==> config.mk <==
export PLATFORM = sky130hd
export DESIGN_NAME = dram_cycle_decoder
export DESIGN_NICKNAME = d
export VERILOG_FILES = /design/src/rtl/dcd_pkg.sv /design/src/rtl/dcd_edge.sv /design/src/rtl/dcd_lane.sv /design/src/rtl/dram_cycle_decoder.sv
export SDC_FILE = /design/constraint.sdc
export NUM_CORES = 1
export LEC_CHECK = 0
export BUFFER_PORTS_ARGS = -buffer_cell sky130_fd_sc_hd__buf_2
export CAP_MARGIN = 10
export CELL_PAD_IN_SITES_DETAIL_PLACEMENT = 2
export CELL_PAD_IN_SITES_GLOBAL_PLACEMENT = 2
export CORE_AREA = 4 4 85 87
export DETAILED_ROUTE_END_ITERATION = 10
export DIE_AREA = 0 0 89 91
export PLACE_DENSITY_LB_ADDON = 0.1
export SYNTH_ARGS = -nofsm -noshare
export SYNTH_HDL_FRONTEND = slang
export SYNTH_HIERARCHICAL = 1
export SYNTH_SLANG_ARGS = --single-unit
export TNS_END_PERCENT = 5
==> constraint.sdc <==
create_clock -name clk -period 7.5 [get_ports clk]
set_input_delay 0.75 -clock clk [delete_from_list [all_inputs] [get_ports clk]]
set_output_delay 0.75 -clock clk [all_outputs]
set_load 0.1 [all_outputs]
==> src/rtl/dcd_pkg.sv <==
package dcd_pkg;

  typedef enum logic [1:0] {
    ST_IDLE = 2'd0,
    ST_ROW  = 2'd1,
    ST_CBR  = 2'd2
  } cyc_state_e;

  typedef enum logic [2:0] {
    CK_NONE    = 3'd0,
    CK_READ    = 3'd1,
    CK_EARLY   = 3'd2,
    CK_DELAYED = 3'd3,
    CK_RMW     = 3'd4
  } col_kind_e;

  localparam logic [3:0] CODE_STANDBY = 4'd0;
  localparam logic [3:0] CODE_READ    = 4'd1;
  localparam logic [3:0] CODE_EARLY   = 4'd2;
  localparam logic [3:0] CODE_DELAYED = 4'd3;
  localparam logic [3:0] CODE_RMW     = 4'd4;
  localparam logic [3:0] CODE_ROW_REF = 4'd5;
  localparam logic [3:0] CODE_CBR_REF = 4'd6;
  localparam int         PAGE_BIT     = 3;

  // accumulator bit positions: 0 read, 1 early, 2 delayed, 3 rmw
  function automatic logic [3:0] kind_bit(col_kind_e k);
    case (k)
      CK_READ:    kind_bit = 4'b0001;
      CK_EARLY:   kind_bit = 4'b0010;
      CK_DELAYED: kind_bit = 4'b0100;
      CK_RMW:     kind_bit = 4'b1000;
      default:    kind_bit = 4'b0000;
    endcase
  endfunction

  function automatic logic [3:0] fold_code(logic [3:0] acc, logic page);
    logic [3:0] c;
    if (acc[3])      c = CODE_RMW;
    else if (acc[2]) c = CODE_DELAYED;
    else if (acc[1]) c = CODE_EARLY;
    else if (acc[0]) c = CODE_READ;
    else             c = CODE_ROW_REF;
    if (acc != 4'b0000 && page) c[PAGE_BIT] = 1'b1;
    fold_code = c;
  endfunction

endpackage

==> src/rtl/dcd_edge.sv <==
module dcd_edge #(
  parameter int W = 2
) (
  input  logic         clk,
  input  logic         rst_n,
  input  logic [W-1:0] sig_n,
  output logic [W-1:0] fall,
  output logic [W-1:0] rise
);

  logic [W-1:0] prev_q;

  always_ff @(posedge clk or negedge rst_n) begin
    if (!rst_n) prev_q <= '1;
    else        prev_q <= sig_n;
  end

  assign fall = prev_q & ~sig_n;
  assign rise = ~prev_q & sig_n;

endmodule

==> src/rtl/dcd_lane.sv <==
module dcd_lane (
  input  logic clk,
  input  logic rst_n,
  input  logic col_start,
  input  logic in_col,
  input  logic early_col,
  input  logic we_n,
  input  logic drive_ok,
  output logic late_wr,
  output logic wr_pulse,
  output logic mix_hit,
  output logic dq_oe
);

  logic we_prev_q, wrote_q, wr_q, mix_q, dq_q;
  logic we_fall, wrote_d, wr_d, mix_d, dq_d;

  assign we_fall = we_prev_q & ~we_n;

  always_comb begin
    wrote_d = wrote_q;
    wr_d    = 1'b0;
    mix_d   = 1'b0;
    late_wr = 1'b0;
    if (col_start) begin
      wrote_d = ~we_n;
      wr_d    = ~we_n;
    end else if (in_col && we_fall) begin
      if (early_col) begin
        mix_d = 1'b1;
      end else begin
        wr_d    = 1'b1;
        late_wr = 1'b1;
        wrote_d = 1'b1;
      end
    end
    dq_d = drive_ok & ~wrote_d;
  end

  always_ff @(posedge clk or negedge rst_n) begin
    if (!rst_n) begin
      we_prev_q <= 1'b1;
      wrote_q   <= 1'b0;
      wr_q      <= 1'b0;
      mix_q     <= 1'b0;
      dq_q      <= 1'b0;
    end else begin
      we_prev_q <= we_n;
      wrote_q   <= wrote_d;
      wr_q      <= wr_d;
      mix_q     <= mix_d;
      dq_q      <= dq_d;
    end
  end

  assign wr_pulse = wr_q;
  assign mix_hit  = mix_q;
  assign dq_oe    = dq_q;

  p_wr_single_r8: assert property (@(posedge clk) disable iff (!rst_n)
    wr_q |=> !wr_q);

  p_mix_no_drive_r11: assert property (@(posedge clk) disable iff (!rst_n)
    mix_q |-> !dq_q);

endmodule

==> src/rtl/dram_cycle_decoder.sv <==
module dram_cycle_decoder #(
  parameter int NB    = 2,
  parameter int ROW_W = 10,
  parameter int COL_W = 8
) (
  input  logic             clk,
  input  logic             rst_n,
  input  logic             ras_n,
  input  logic             cas_n,
  input  logic [NB-1:0]    we_n,
  input  logic             oe_n,
  input  logic [ROW_W-1:0] addr,
  output logic             cyc_valid,
  output logic [3:0]       cyc_code,
  output logic [ROW_W-1:0] row_addr,
  output logic [COL_W-1:0] col_addr,
  output logic             col_stb,
  output logic [NB-1:0]    wr_stb,
  output logic [NB-1:0]    dq_oe,
  output logic             mix_err
);
  import dcd_pkg::*;

  localparam int         NCW      = 2;
  localparam logic [NCW-1:0] NCOL_MAX = '1;

  logic [1:0] fall, rise;
  logic ras_fall, cas_fall, ras_rise, cas_rise;

  dcd_edge #(.W(2)) u_edge (
    .clk  (clk),
    .rst_n(rst_n),
    .sig_n({cas_n, ras_n}),
    .fall (fall),
    .rise (rise)
  );

  assign ras_fall = fall[0];
  assign cas_fall = fall[1];
  assign ras_rise = rise[0];
  assign cas_rise = rise[1];

  cyc_state_e      state_q, state_d;
  col_kind_e       kind_q, kind_d;
  logic [ROW_W-1:0] row_q, row_d;
  logic [COL_W-1:0] col_q, col_d;
  logic            open_q, open_d;
  logic [3:0]      acc_q, acc_d;
  logic [NCW-1:0]  ncol_q, ncol_d;
  logic            seen_q, seen_d;
  logic            valid_q, valid_d;
  logic [3:0]      code_q, code_d;
  logic            stb_q, stb_d;

  logic col_start, in_col, open_next, early_next, drive_ok, any_we_low;
  logic [NB-1:0] late, wr_l, mix_l, dq_l;

  assign any_we_low = ~&we_n;
  assign col_start  = (state_q == ST_ROW) & cas_fall & ~ras_n;
  assign in_col     = (state_q == ST_ROW) & open_q & ~cas_n & ~ras_n;
  assign open_next  = (state_q == ST_ROW) & ~ras_rise &
                      (col_start | (open_q & ~cas_rise));
  assign early_next = col_start ? any_we_low : (kind_q == CK_EARLY);
  assign drive_ok   = open_next & ~early_next & ~oe_n & ~cas_n;

  for (genvar b = 0; b < NB; b++) begin : g_lane
    dcd_lane u_lane (
      .clk      (clk),
      .rst_n    (rst_n),
      .col_start(col_start),
      .in_col   (in_col),
      .early_col(kind_q == CK_EARLY),
      .we_n     (we_n[b]),
      .drive_ok (drive_ok),
      .late_wr  (late[b]),
      .wr_pulse (wr_l[b]),
      .mix_hit  (mix_l[b]),
      .dq_oe    (dq_l[b])
    );
  end

  always_comb begin
    state_d = state_q;
    kind_d  = kind_q;
    row_d   = row_q;
    col_d   = col_q;
    open_d  = open_q;
    acc_d   = acc_q;
    ncol_d  = ncol_q;
    seen_d  = seen_q;
    valid_d = 1'b0;
    code_d  = CODE_STANDBY;
    stb_d   = 1'b0;
    case (state_q)
      ST_IDLE: begin
        if (ras_fall) begin
          if (!cas_n) begin
            state_d = ST_CBR;
          end else begin
            state_d = ST_ROW;
            row_d   = addr;
            acc_d   = '0;
            ncol_d  = '0;
            open_d  = 1'b0;
            kind_d  = CK_NONE;
          end
        end
      end
      ST_ROW: begin
        if (ras_rise) begin
          acc_d   = acc_q | (open_q ? kind_bit(kind_q) : 4'b0000);
          valid_d = 1'b1;
          code_d  = fold_code(acc_d, ncol_q >= NCW'(2));
          state_d = ST_IDLE;
          open_d  = 1'b0;
          kind_d  = CK_NONE;
        end else if (col_start) begin
          open_d = 1'b1;
          col_d  = addr[COL_W-1:0];
          stb_d  = 1'b1;
          if (ncol_q != NCOL_MAX) ncol_d = ncol_q + NCW'(1);
          kind_d = any_we_low ? CK_EARLY : CK_READ;
          seen_d = 1'b0;
        end else if (open_q) begin
          seen_d = seen_q | (|dq_l);
          if (cas_rise) begin
            acc_d  = acc_q | kind_bit(kind_q);
            open_d = 1'b0;
          end else if ((|late) && kind_q == CK_READ) begin
            kind_d = (seen_q | (|dq_l)) ? CK_RMW : CK_DELAYED;
          end
        end
      end
      ST_CBR: begin
        if (ras_rise) begin
          valid_d = 1'b1;
          code_d  = CODE_CBR_REF;
          state_d = ST_IDLE;
        end
      end
      default: state_d = ST_IDLE;
    endcase
  end

  always_ff @(posedge clk or negedge rst_n) begin
    if (!rst_n) begin
      state_q <= ST_IDLE;
      kind_q  <= CK_NONE;
      row_q   <= '0;
      col_q   <= '0;
      open_q  <= 1'b0;
      acc_q   <= '0;
      ncol_q  <= '0;
      seen_q  <= 1'b0;
      valid_q <= 1'b0;
      code_q  <= CODE_STANDBY;
      stb_q   <= 1'b0;
    end else begin
      state_q <= state_d;
      kind_q  <= kind_d;
      row_q   <= row_d;
      col_q   <= col_d;
      open_q  <= open_d;
      acc_q   <= acc_d;
      ncol_q  <= ncol_d;
      seen_q  <= seen_d;
      valid_q <= valid_d;
      code_q  <= code_d;
      stb_q   <= stb_d;
    end
  end

  assign cyc_valid = valid_q;
  assign cyc_code  = code_q;
  assign row_addr  = row_q;
  assign col_addr  = col_q;
  assign col_stb   = stb_q;
  assign wr_stb    = wr_l;
  assign dq_oe     = dq_l;
  assign mix_err   = |mix_l;

  p_valid_single_r12: assert property (@(posedge clk) disable iff (!rst_n)
    cyc_valid |=> !cyc_valid);

  p_code_quiet_r12: assert property (@(posedge clk) disable iff (!rst_n)
    !cyc_valid |-> cyc_code == 4'd0);

  p_drive_needs_cas_r9: assert property (@(posedge clk) disable iff (!rst_n)
    (|dq_oe) |-> !$past(cas_n));

  p_cbr_no_write_r4: assert property (@(posedge clk) disable iff (!rst_n)
    (state_q == ST_CBR) |=> (wr_stb == '0 && !col_stb));

  p_early_no_drive_r6: assert property (@(posedge clk) disable iff (!rst_n)
    (open_q && kind_q == CK_EARLY) |-> dq_oe == '0);

endmodule

==> impl_metrics.yaml, run 1 <==
status:
  status: "finished clean"
cells_and_area:
  fillerInstances: 672
  nNetsFinal: 257
  drive_above_1_share_pct: 29.66
  diodes: 0
  multi_input_comb_area_um2: 933.4
  area_growth_pct: 19.68
  seq_area_mm2: 0.001231
timing:
  fmax_mhz: 354.6
  period_needed_ns: 2.820
  finalSetupTns_ns: 0
  clock_skew_ns: 0.006592
  finalHoldViolCount: 0
  finalCritPeriodShare_pct: 37.60
  setup_violations: 0
  finalMaxSlewViolations: 0
  slew_headroom_pct: 28.15
  rsz0062_at_grt: "false"
  worst_slew_pin_slew_ns: 1.078
clock_network:
  cts.sinks: 49
  postCtsSetupBuffers: 0
  htreeDepth: 2
  cts_tree: "built"
  cts_hold_buf: 0
  numCtsBuffers: 5
  cts_resized: 0
  cts_buffer_depth: 2
  cts-root-buf: "clkbuf_8"
  clk_pin_slew_ns: 0.09
  clock_latency_ns: 0.30
critical_path:
  path_cells: "inv_1, ha_1, nand2_1, nor3_1, nand2_1, nor4_1, nor2_1, nor4_2, o31ai_2, mux2_1"
  crit_family: "simple AND/OR/NAND/NOR gates"
  ff2ff_path_depth: 10
  crit_slowest_cell: "ha_1"
  worstPathRequired_ns: 7.68
  crit_type: "register to register"
  cpMostUsedCell: "nand2_1"
  r2r_slack_ns: 4.68
  start_kind: "register"
  reg2reg_to: "kind_q[2]"
  cpPeakStageDelay_ns: 0.44
  crit_buf_inv: 1
  r2r-start: "state_q[1]"
  arrival_ns: 3.00
  end_kind: "register"
  crit_fanout: 14
min_path:
  min_to: "col_addr[5]"
  hold_start: "col_addr[5]"
  hp-class: "register to register"
  min_path_cells: 1
detailed_routing:
  viasPerCell: 5.224
  avgRoutedWirePerCell_um: 17.46
  drt_iter0_drc: 91
  drc: 0
  firstDrtPassIters: 3
  via_count: 1635
  routed_wl_um: 5464
  antenna_left: 0
yosys:
  ys_ff_latch: 49
  synthCells: 186
  synth_area_leaders: "dfrtp_1 (51%), mux2_1 (9.7%), dfstp_2 (4.8%)"
  synth-seq-area-share_pct: 55.66
  synthDominantCellAreaShare_pct: 50.90
  synth_flop_cell: "dfrtp_1"
  postSynthAreaPerCell_um2: 11.89
  yosysMostFrequentCell: "dfrtp_1"
  synth_common_cells: "dfrtp_1 (45), mux2_1 (19), nor2_1 (13)"
  yosysTopAreaCell: "dfrtp_1"
  ys.warnings.count: 6
  yosysUniqueCellTypes: 46
  synth-edff-count: 0
  postSynth.asyncResetShare_pct: 100.0
  synth_nets: 208
  syn_area_mm2: 0.002212
pwr:
  cellPowerDensity_mw_per_mm2: 464.6
  peakVddDrop_v: 0.0003172
  total_power_mw: 1.230
  p_leak_nw: 1.265
die:
  rows: 29
  start_util_pct: 34.84
  ios: 46
  core-area_mm2: 0.006350
  die_y_um: 91
  die_area_mm2: 0.008099
  die_w_um: 89
grt:
  grt_pass1_vias: 1918
  grt_max_degree: 50
  overflow: 0
  grt_pass1_wl_um: 9073
  track_usage_pct: 14.42
  antenna_found_initial: 0
place:
  dp_hpwl_um: 4148
  globalplace.congestion: 0.7544
  place.port_buffers: 45
flow_run:
  drv_cap: 0
[sequential cells by signal, indices dropped and copies added (netlist names)]
register	cells
g_lane.u_lane/we_prev_q	2
g_lane.u_lane/wr_pulse	2
kind_q	3
cyc_valid	1
g_lane.u_lane/dq_oe	2
cyc_code	4
col_addr	8
ncol_q	2
acc_q	4
seen_q	1
state_q	2
col_stb	1
u_edge/prev_q	2
row_addr	10
open_q	1
g_lane.u_lane/wrote_q	2
g_lane.u_lane/mix_hit	2
[metrics by stage]
stage / worst slack, ns / std cells / hold WS, ns / util (%) / cell area [µm²]
after floorplan: 5.138 / 186 / 0.4544 / - / 2212
after global placement: 4.875 / 305 / 0.4635 / 39.86 / 2531
after detailed placement: 4.680 / 305 / 0.4746 / 39.86 / 2531
after CTS: 4.669 / 313 / 0.4976 / 41.69 / 2648
after global routing: 4.443 / 313 / 0.5244 / 41.69 / 2648
final: 4.680 / 313 / 0.4943 / 41.69 / 2648
[worst max path at each step]
| stage | start | to | slack (ns) | cells past startpoint |
|---|---|---|---|---|
| floorplan | state_q[1] | kind_q[0] | 5.14 | 11 |
| global placement | ras_n | kind_q[2] | 4.87 | 6 |
| detailed placement | state_q[1] | kind_q[2] | 4.68 | 10 |
| CTS | state_q[1] | kind_q[2] | 4.67 | 10 |
| global route | state_q[1] | kind_q[2] | 4.44 | 10 |
| finish | state_q[1] | kind_q[2] | 4.68 | 10 |
[cell type report]
cell class                      count  area share [%]
Clock buffer                        7           3.261
Clock inverter                      1           1.134
Inverter                           10           1.418
Multi-Input combinational cell    123           35.26
Sequential cell                    49           46.50
Tap cell                           77           3.639
Timing Repair Buffer               46           8.790
[where the power goes]
group	switching (mW)	leakage (nW)	total, mW	internal, mW
Clock	0.0859	0.0585	0.195	0.109
Combinational	0.525	0.570	0.652	0.127
Sequential	0.0440	0.636	0.383	0.339
[per-layer routing]
metal,vias to the layer above,track usage [%],share of wire [%]
li1,769,-,-
met1,837,16.31,41
met2,23,26.61,55
met3,6,3.348,2.8
met4,0,3.846,1.1
met5,-,0,0
[cell families (layout without fill, tap and decap cells)]
family	count (synthesis)	after routing	share of synthesized area [%]
adder cells (fa/ha/maj)	5	5	2.828
multiplexers	21	21	10.69
AND/OR/NAND/NOR	62	62	16.91
AO/OA/AOI/OAI	35	35	11.48
buffers and inverters	14	64	2.432
flip-flops	49	49	55.66
[layout by cell type (no fill, tap or decap), drive strengths merged, types with 5 or more instances in the layout]
cell type	n
nand2	10
dfrtp	45
ha	5
and2b	5
nor2	13
nand2b	6
a21oi	9
buf	46
inv	10
clkbuf	7
mux2	21
(Power assumes the default switching activity.)
==> run 2, diff against run 1 <==
==> constraint.sdc (replaced) <==
create_clock -name clk -period 2.6 [get_ports clk]
set_input_delay 0.26 -clock clk [delete_from_list [all_inputs] [get_ports clk]]
set_output_delay 0.26 -clock clk [all_outputs]
set_load 0.1 [all_outputs]
==> impl_metrics.yaml, run 2 (same netlist as run 1, synthesis figures left out) <==
status:
  status: "finished clean"
critical_path:
  ff2ff_path_depth: 10
  reg2reg_to: "kind_q[1]"
  arrival_ns: 2.52
  start_kind: "register"
  crit_fanout: 6
  worstPathRequired_ns: 2.78
  startpoint: "state_q[1]"
  r2r-start: "state_q[1]"
  crit_type: "register to register"
  end_kind: "register"
  r2r_slack_ns: 0.26
  cp-endpoint: "kind_q[1]"
grt:
  track_usage_pct: 15.25
  grt_pass1_wl_um: 9680
  antenna_found_initial: 0
  overflow: 0
  grt_pass1_vias: 1951
  grt_max_degree: 49
timing:
  fmax_mhz: 428.1
  period_needed_ns: 2.336
  clock_skew_ns: 0.01300
  finalMaxSlewViolations: 0
  rsz0062_at_grt: "false"
  finalHoldViolCount: 0
  slew_headroom_pct: 28.19
  setup_violations: 0
  worst_slew_pin_slew_ns: 1.077
  finalSetupTns_ns: 0
  finalCritPeriodShare_pct: 89.84
cells_and_area:
  layout_common_cells: "dfrtp_1 (45), buf_2 (45), mux2_1 (19)"
  post-route-cell-area_mm2: 0.002673
  largest_reg_flops: 10
  area_growth_pct: 20.81
  nNetsFinal: 261
  fillerInstances: 657
  multi_input_comb_area_um2: 940.9
  diodes: 0
  seq_area_mm2: 0.001231
  drive_above_1_share_pct: 31.80
detailed_routing:
  routed_wl_um: 5697
  avgRoutedWirePerCell_um: 18.03
  firstDrtPassIters: 4
  via_count: 1650
  drt_iter0_drc: 38
  antenna_left: 0
  drc: 0
  viasPerCell: 5.222
clock_network:
  clk_pin_slew_ns: 0.09
  clock_latency_ns: 0.30
  cts.sinks: 49
  cts_buffer_depth: 2
  numCtsBuffers: 5
  cts-root-buf: "clkbuf_8"
  htreeDepth: 2
  cts_hold_buf: 0
  cts_tree: "built"
die:
  die_area_mm2: 0.008099
  ios: 46
  rows: 29
  die_y_um: 91
  die_w_um: 89
  start_util_pct: 34.84
  core-area_mm2: 0.006350
pwr:
  cellPowerDensity_mw_per_mm2: 1325
  peakVddDrop_v: 0.0008055
  p_leak_nw: 1.280
flow_run:
  drv_cap: 0
place:
  place.port_buffers: 45
  dpl-instance-area_mm2: 0.002561
  dp_hpwl_um: 4309
  globalplace.congestion: 0.7616
min_path:
  min_path_cells: 1
  hp-class: "primary input to register"
## run 2: worst max-delay path: stages, from the launching register on
cell and delay (ns):
dfrtp_1 0.42, inv_1 0.12, ha_2 0.24, nand2_1 0.10, nor3_2 0.24, nand2_1 0.12, nor4_1 0.23, nor2_1 0.10
nor4_2 0.18, o31ai_2 0.13, mux2_1 0.33
## run 2: final cells by class
| type | instances | share of cell area [%] |
|---|---|---|
| Sequential cell | 49 | 46.07 |
| Clock buffer | 5 | 2.575 |
| Tap cell | 77 | 3.605 |
| Clock inverter | 2 | 1.311 |
| Timing Repair Buffer | 50 | 9.831 |
| Inverter | 10 | 1.404 |
| Multi-Input combinational cell | 123 | 35.21 |
## run 2: power by group
part | total [mW] | internal, mW | switching, mW
logic | 1.91 | 0.382 | 1.52
registers | 1.10 | 0.978 | 0.126
clock network | 0.532 | 0.280 | 0.252
## run 2: worst min path at each step
stage                     startpoint                to  slack (ns)
after detailed placement       ras_n  u_edge/prev_q[0]        0.43
final                          ras_n  u_edge/prev_q[0]        0.11
after global placement         ras_n  u_edge/prev_q[0]        0.42
after global routing           ras_n  u_edge/prev_q[0]         0.1
after CTS                      ras_n  u_edge/prev_q[0]        0.09
after floorplan                rst_n          acc_q[0]       -0.04
## run 2: stage by stage
stage	setup slack [ns]	std cells	hold WS, ns	total power [mW]	utilization (%)
detailed placement	0.08214	309	0.4274	3.043	40.34
floorplan	0.2384	186	-0.03559	2.643	-
CTS	0.05041	316	0.09414	3.594	41.97
global route	0.04750	316	0.09957	3.736	42.09
finish	0.2640	316	0.1143	3.542	42.09
global placement	0.3206	309	0.4219	2.969	40.34
## run 2: metal layers
| metal | global-route usage (%) | wire length [µm] | up-vias | share of wire, % |
|---|---|---|---|---|
| met5 | 0 | 0 | - | 0 |
| met4 | 4.094 | 37 | 0 | 0.65 |
| met3 | 2.986 | 169 | 4 | 3.0 |
| met2 | 27.72 | 3250 | 22 | 57 |
| met1 | 17.96 | 2239 | 851 | 39 |
| li1 | - | - | 773 | - |
## run 2: timing repair
item                                   in CTS  in global routing
setup endpoints to repair                   0                  3
setup buffers                               0                  0
endpoints found under the hold margin       0                  0
resized for setup                           0                  2
==> run 3, diff against run 2 <==
--- a/config.mk
+++ b/config.mk
@@ -5,13 +5,14 @@
 export SDC_FILE = /design/constraint.sdc
 export NUM_CORES = 1
 export LEC_CHECK = 0
+export ABC_AREA = 1
 export BUFFER_PORTS_ARGS = -buffer_cell sky130_fd_sc_hd__buf_2
 export CAP_MARGIN = 10
 export CELL_PAD_IN_SITES_DETAIL_PLACEMENT = 2
 export CELL_PAD_IN_SITES_GLOBAL_PLACEMENT = 2
-export CORE_AREA = 4 4 85 87
+export CORE_AREA = 4 4 90 92
 export DETAILED_ROUTE_END_ITERATION = 10
-export DIE_AREA = 0 0 89 91
+export DIE_AREA = 0 0 94 96
 export PLACE_DENSITY_LB_ADDON = 0.1
 export SYNTH_ARGS = -nofsm -noshare
 export SYNTH_HDL_FRONTEND = slang
==> impl_metrics.yaml, run 3 <==
status:
  status: "finished clean"
pwr:
  pwr-share-seq_pct: 32.6
  switching_share_pct: 54.14
  p_leak_nw: 1.438
  peakVddDrop_v: 0.0006870
  p_switching_mw: 1.725
  cellPowerDensity_mw_per_mm2: 1161
  pwr-share-comb_pct: 53.4
  power.internal_mw: 1.461
  clkPwrFrac_pct: 14.0
  total_power_mw: 3.187
clock_network:
  htreeDepth: 2
  cts-root-buf: "clkbuf_8"
  clk_pin_slew_ns: 0.10
  cts_buffer_depth: 2
  clock_latency_ns: 0.30
  numCtsBuffers: 5
  cts.sinks: 49
  cts_tree: "built"
  postCtsSetupBuffers: 0
cells_and_area:
  fillerInstances: 859
  diodes: 0
  multi_input_comb_area_um2: 883.3
  final_common_cell: "nand2_1"
  area_growth_pct: 19.43
  drive_above_1_share_pct: 30.23
  nNetsFinal: 332
  seq_area_mm2: 0.001231
  post-route-cell-area_mm2: 0.002745
  layout_common_cells: "nand2_1 (55), dfrtp_1 (45), buf_2 (45)"
  largest_reg_flops: 10
timing:
  worst_slew_pin_slew_ns: 0.5038
  fmax_mhz: 475.5
  finalCritPeriodShare_pct: 80.89
  finalSetupTns_ns: 0
  finalHoldViolCount: 0
  slew_headroom_pct: 66.64
  setup_violations: 0
  setup_slack_ns: 0.4970
  period_needed_ns: 2.103
  finalMaxSlewViolations: 0
  clock_skew_ns: 0.008520
  rsz0062_at_grt: "false"
  whs_ns: 0.09590
grt:
  grt_pass1_wl_um: 9970
  grt_max_degree: 22
  grt_pass1_vias: 2091
  antenna_found_initial: 0
  track_usage_pct: 14.10
  overflow: 0
detailed_routing:
  antenna_left: 0
  via_count: 1848
  avgRoutedWirePerCell_um: 14.25
  firstDrtPassIters: 4
  viasPerCell: 4.507
  drt_iter0_drc: 29
  routed_wl_um: 5842
  drc: 0
yosys:
  postSynthAreaPerCell_um2: 8.978
  postSynth.asyncResetShare_pct: 100.0
  yosysMostFrequentCell: "nand2_1"
  synth-edff-count: 0
  synth_flop_cell: "dfrtp_1"
  yosysUniqueCellTypes: 29
  ys_ff_latch: 49
  synthCells: 256
  syn_area_mm2: 0.002298
  synth_nets: 278
  yosysTopAreaCell: "dfrtp_1"
  synthDominantCellAreaShare_pct: 48.99
  synth-seq-area-share_pct: 53.57
  ys.warnings.count: 6
  synth_area_leaders: "dfrtp_1 (49%), nand2_1 (9.0%), inv_1 (6.2%)"
  synth_common_cells: "nand2_1 (55), dfrtp_1 (45), inv_1 (38)"
min_path:
  hp-class: "primary input to register"
critical_path:
  start_kind: "register"
  crit_type: "register to register"
  arrival_ns: 2.29
  worstPathRequired_ns: 2.79
  end_kind: "register"
  crit_fanout: 6
place:
  dpl-instance-area_mm2: 0.002651
  globalplace.congestion: 0.7834
  dp_hpwl_um: 4647
  dp_slack_ns: 0.4632
  place.port_buffers: 45
die:
  start_util_pct: 31.86
  ios: 46
  die_w_um: 94
  rows: 31
  core-area_mm2: 0.007214
  die_area_mm2: 0.009024
  die_y_um: 96
flow_run:
  drv_cap: 0
run 3: cell families (layout without fill, tap and decap cells):
logic type | count (synthesis) | count (layout) | synth area share, %
AO/OA/AOI/OAI | 41 | 41 | 11.05
adder cells (fa/ha/maj) | 5 | 5 | 2.722
buffers and inverters | 45 | 100 | 8.002
flip-flops | 49 | 49 | 53.57
multiplexers | 2 | 2 | 0.9798
AND/OR/NAND/NOR | 114 | 114 | 23.68
run 3: layer usage:
layer	wire length (µm)	share of wire (%)	up-vias	global-route usage, %
met5	0	0	-	0
met4	30	0.51	0	2.888
met3	261	4.5	2	3.831
met2	2895	50	29	23.95
met1	2655	45	911	18.08
li1	-	-	906	-
run 3: worst paths after layout:
| path | from | to | slack (ns) | cells past startpoint |
|---|---|---|---|---|
| setup reg to reg | state_q[1] | kind_q[0] | 0.50 | 13 |
| max in group asynchronous | rst_n | u_edge/prev_q[0] | 1.55 | 3 |
| hold / removal | ras_n | u_edge/prev_q[0] | 0.1 | 1 |
| min in group asynchronous | rst_n | acc_q[2] | 0.41 | 2 |
| hold reg to reg | col_addr[6] | col_addr[6] | 0.49 | 2 |
| setup / recovery | state_q[1] | kind_q[0] | 0.50 | 13 |
run 3: critical path, cell delays in order, from the launching register on:
cell and delay, ns:
dfrtp_1 0.39, inv_1 0.09, ha_1 0.19, inv_2 0.06, nor4_1 0.33, nand2_1 0.09, nor2_1 0.14, nand2_1 0.14
inv_1 0.08, o21ai_0 0.12, o21ai_2 0.15, nand2_2 0.11, nand2_1 0.07, o21ai_1 0.06
run 3: cell type report:
cell class	instances	area share (%)
tap	99	4.512
clock inverter	1	0.2735
timing repair buffer	50	9.663
sequential	49	44.85
multi-input combinational	162	32.18
inverter	42	5.743
clock buffer	7	2.780
run 3: power by group through the flow:
| stage | Clock (mW) | Combinational, mW | Sequential (mW) |
|---|---|---|---|
| 6_report | 0.445 | 1.70 | 1.04 |
| 2_1_floorplan | 0 | 0.528 | 1.90 |
| 3_5_place_dp | 0 | 1.72 | 1.05 |
| 3_3_place_gp | 0 | 1.69 | 1.05 |
| 5_1_grt | 0.501 | 1.83 | 1.07 |
| 4_1_cts | 0.467 | 1.73 | 1.04 |
run 3: timing repair:
action,4_1_cts,5_1_grt
hold buffers,1,0
endpoints found under the setup margin,0,0
resized for setup,0,0
endpoints found under the hold margin,14,0
run 3: metrics by stage:
step	util (%)	instances
after global routing	38.05	410
after global placement	36.75	401
after floorplan	-	256
final	38.05	410
after CTS	38.05	410
after detailed placement	36.75	401
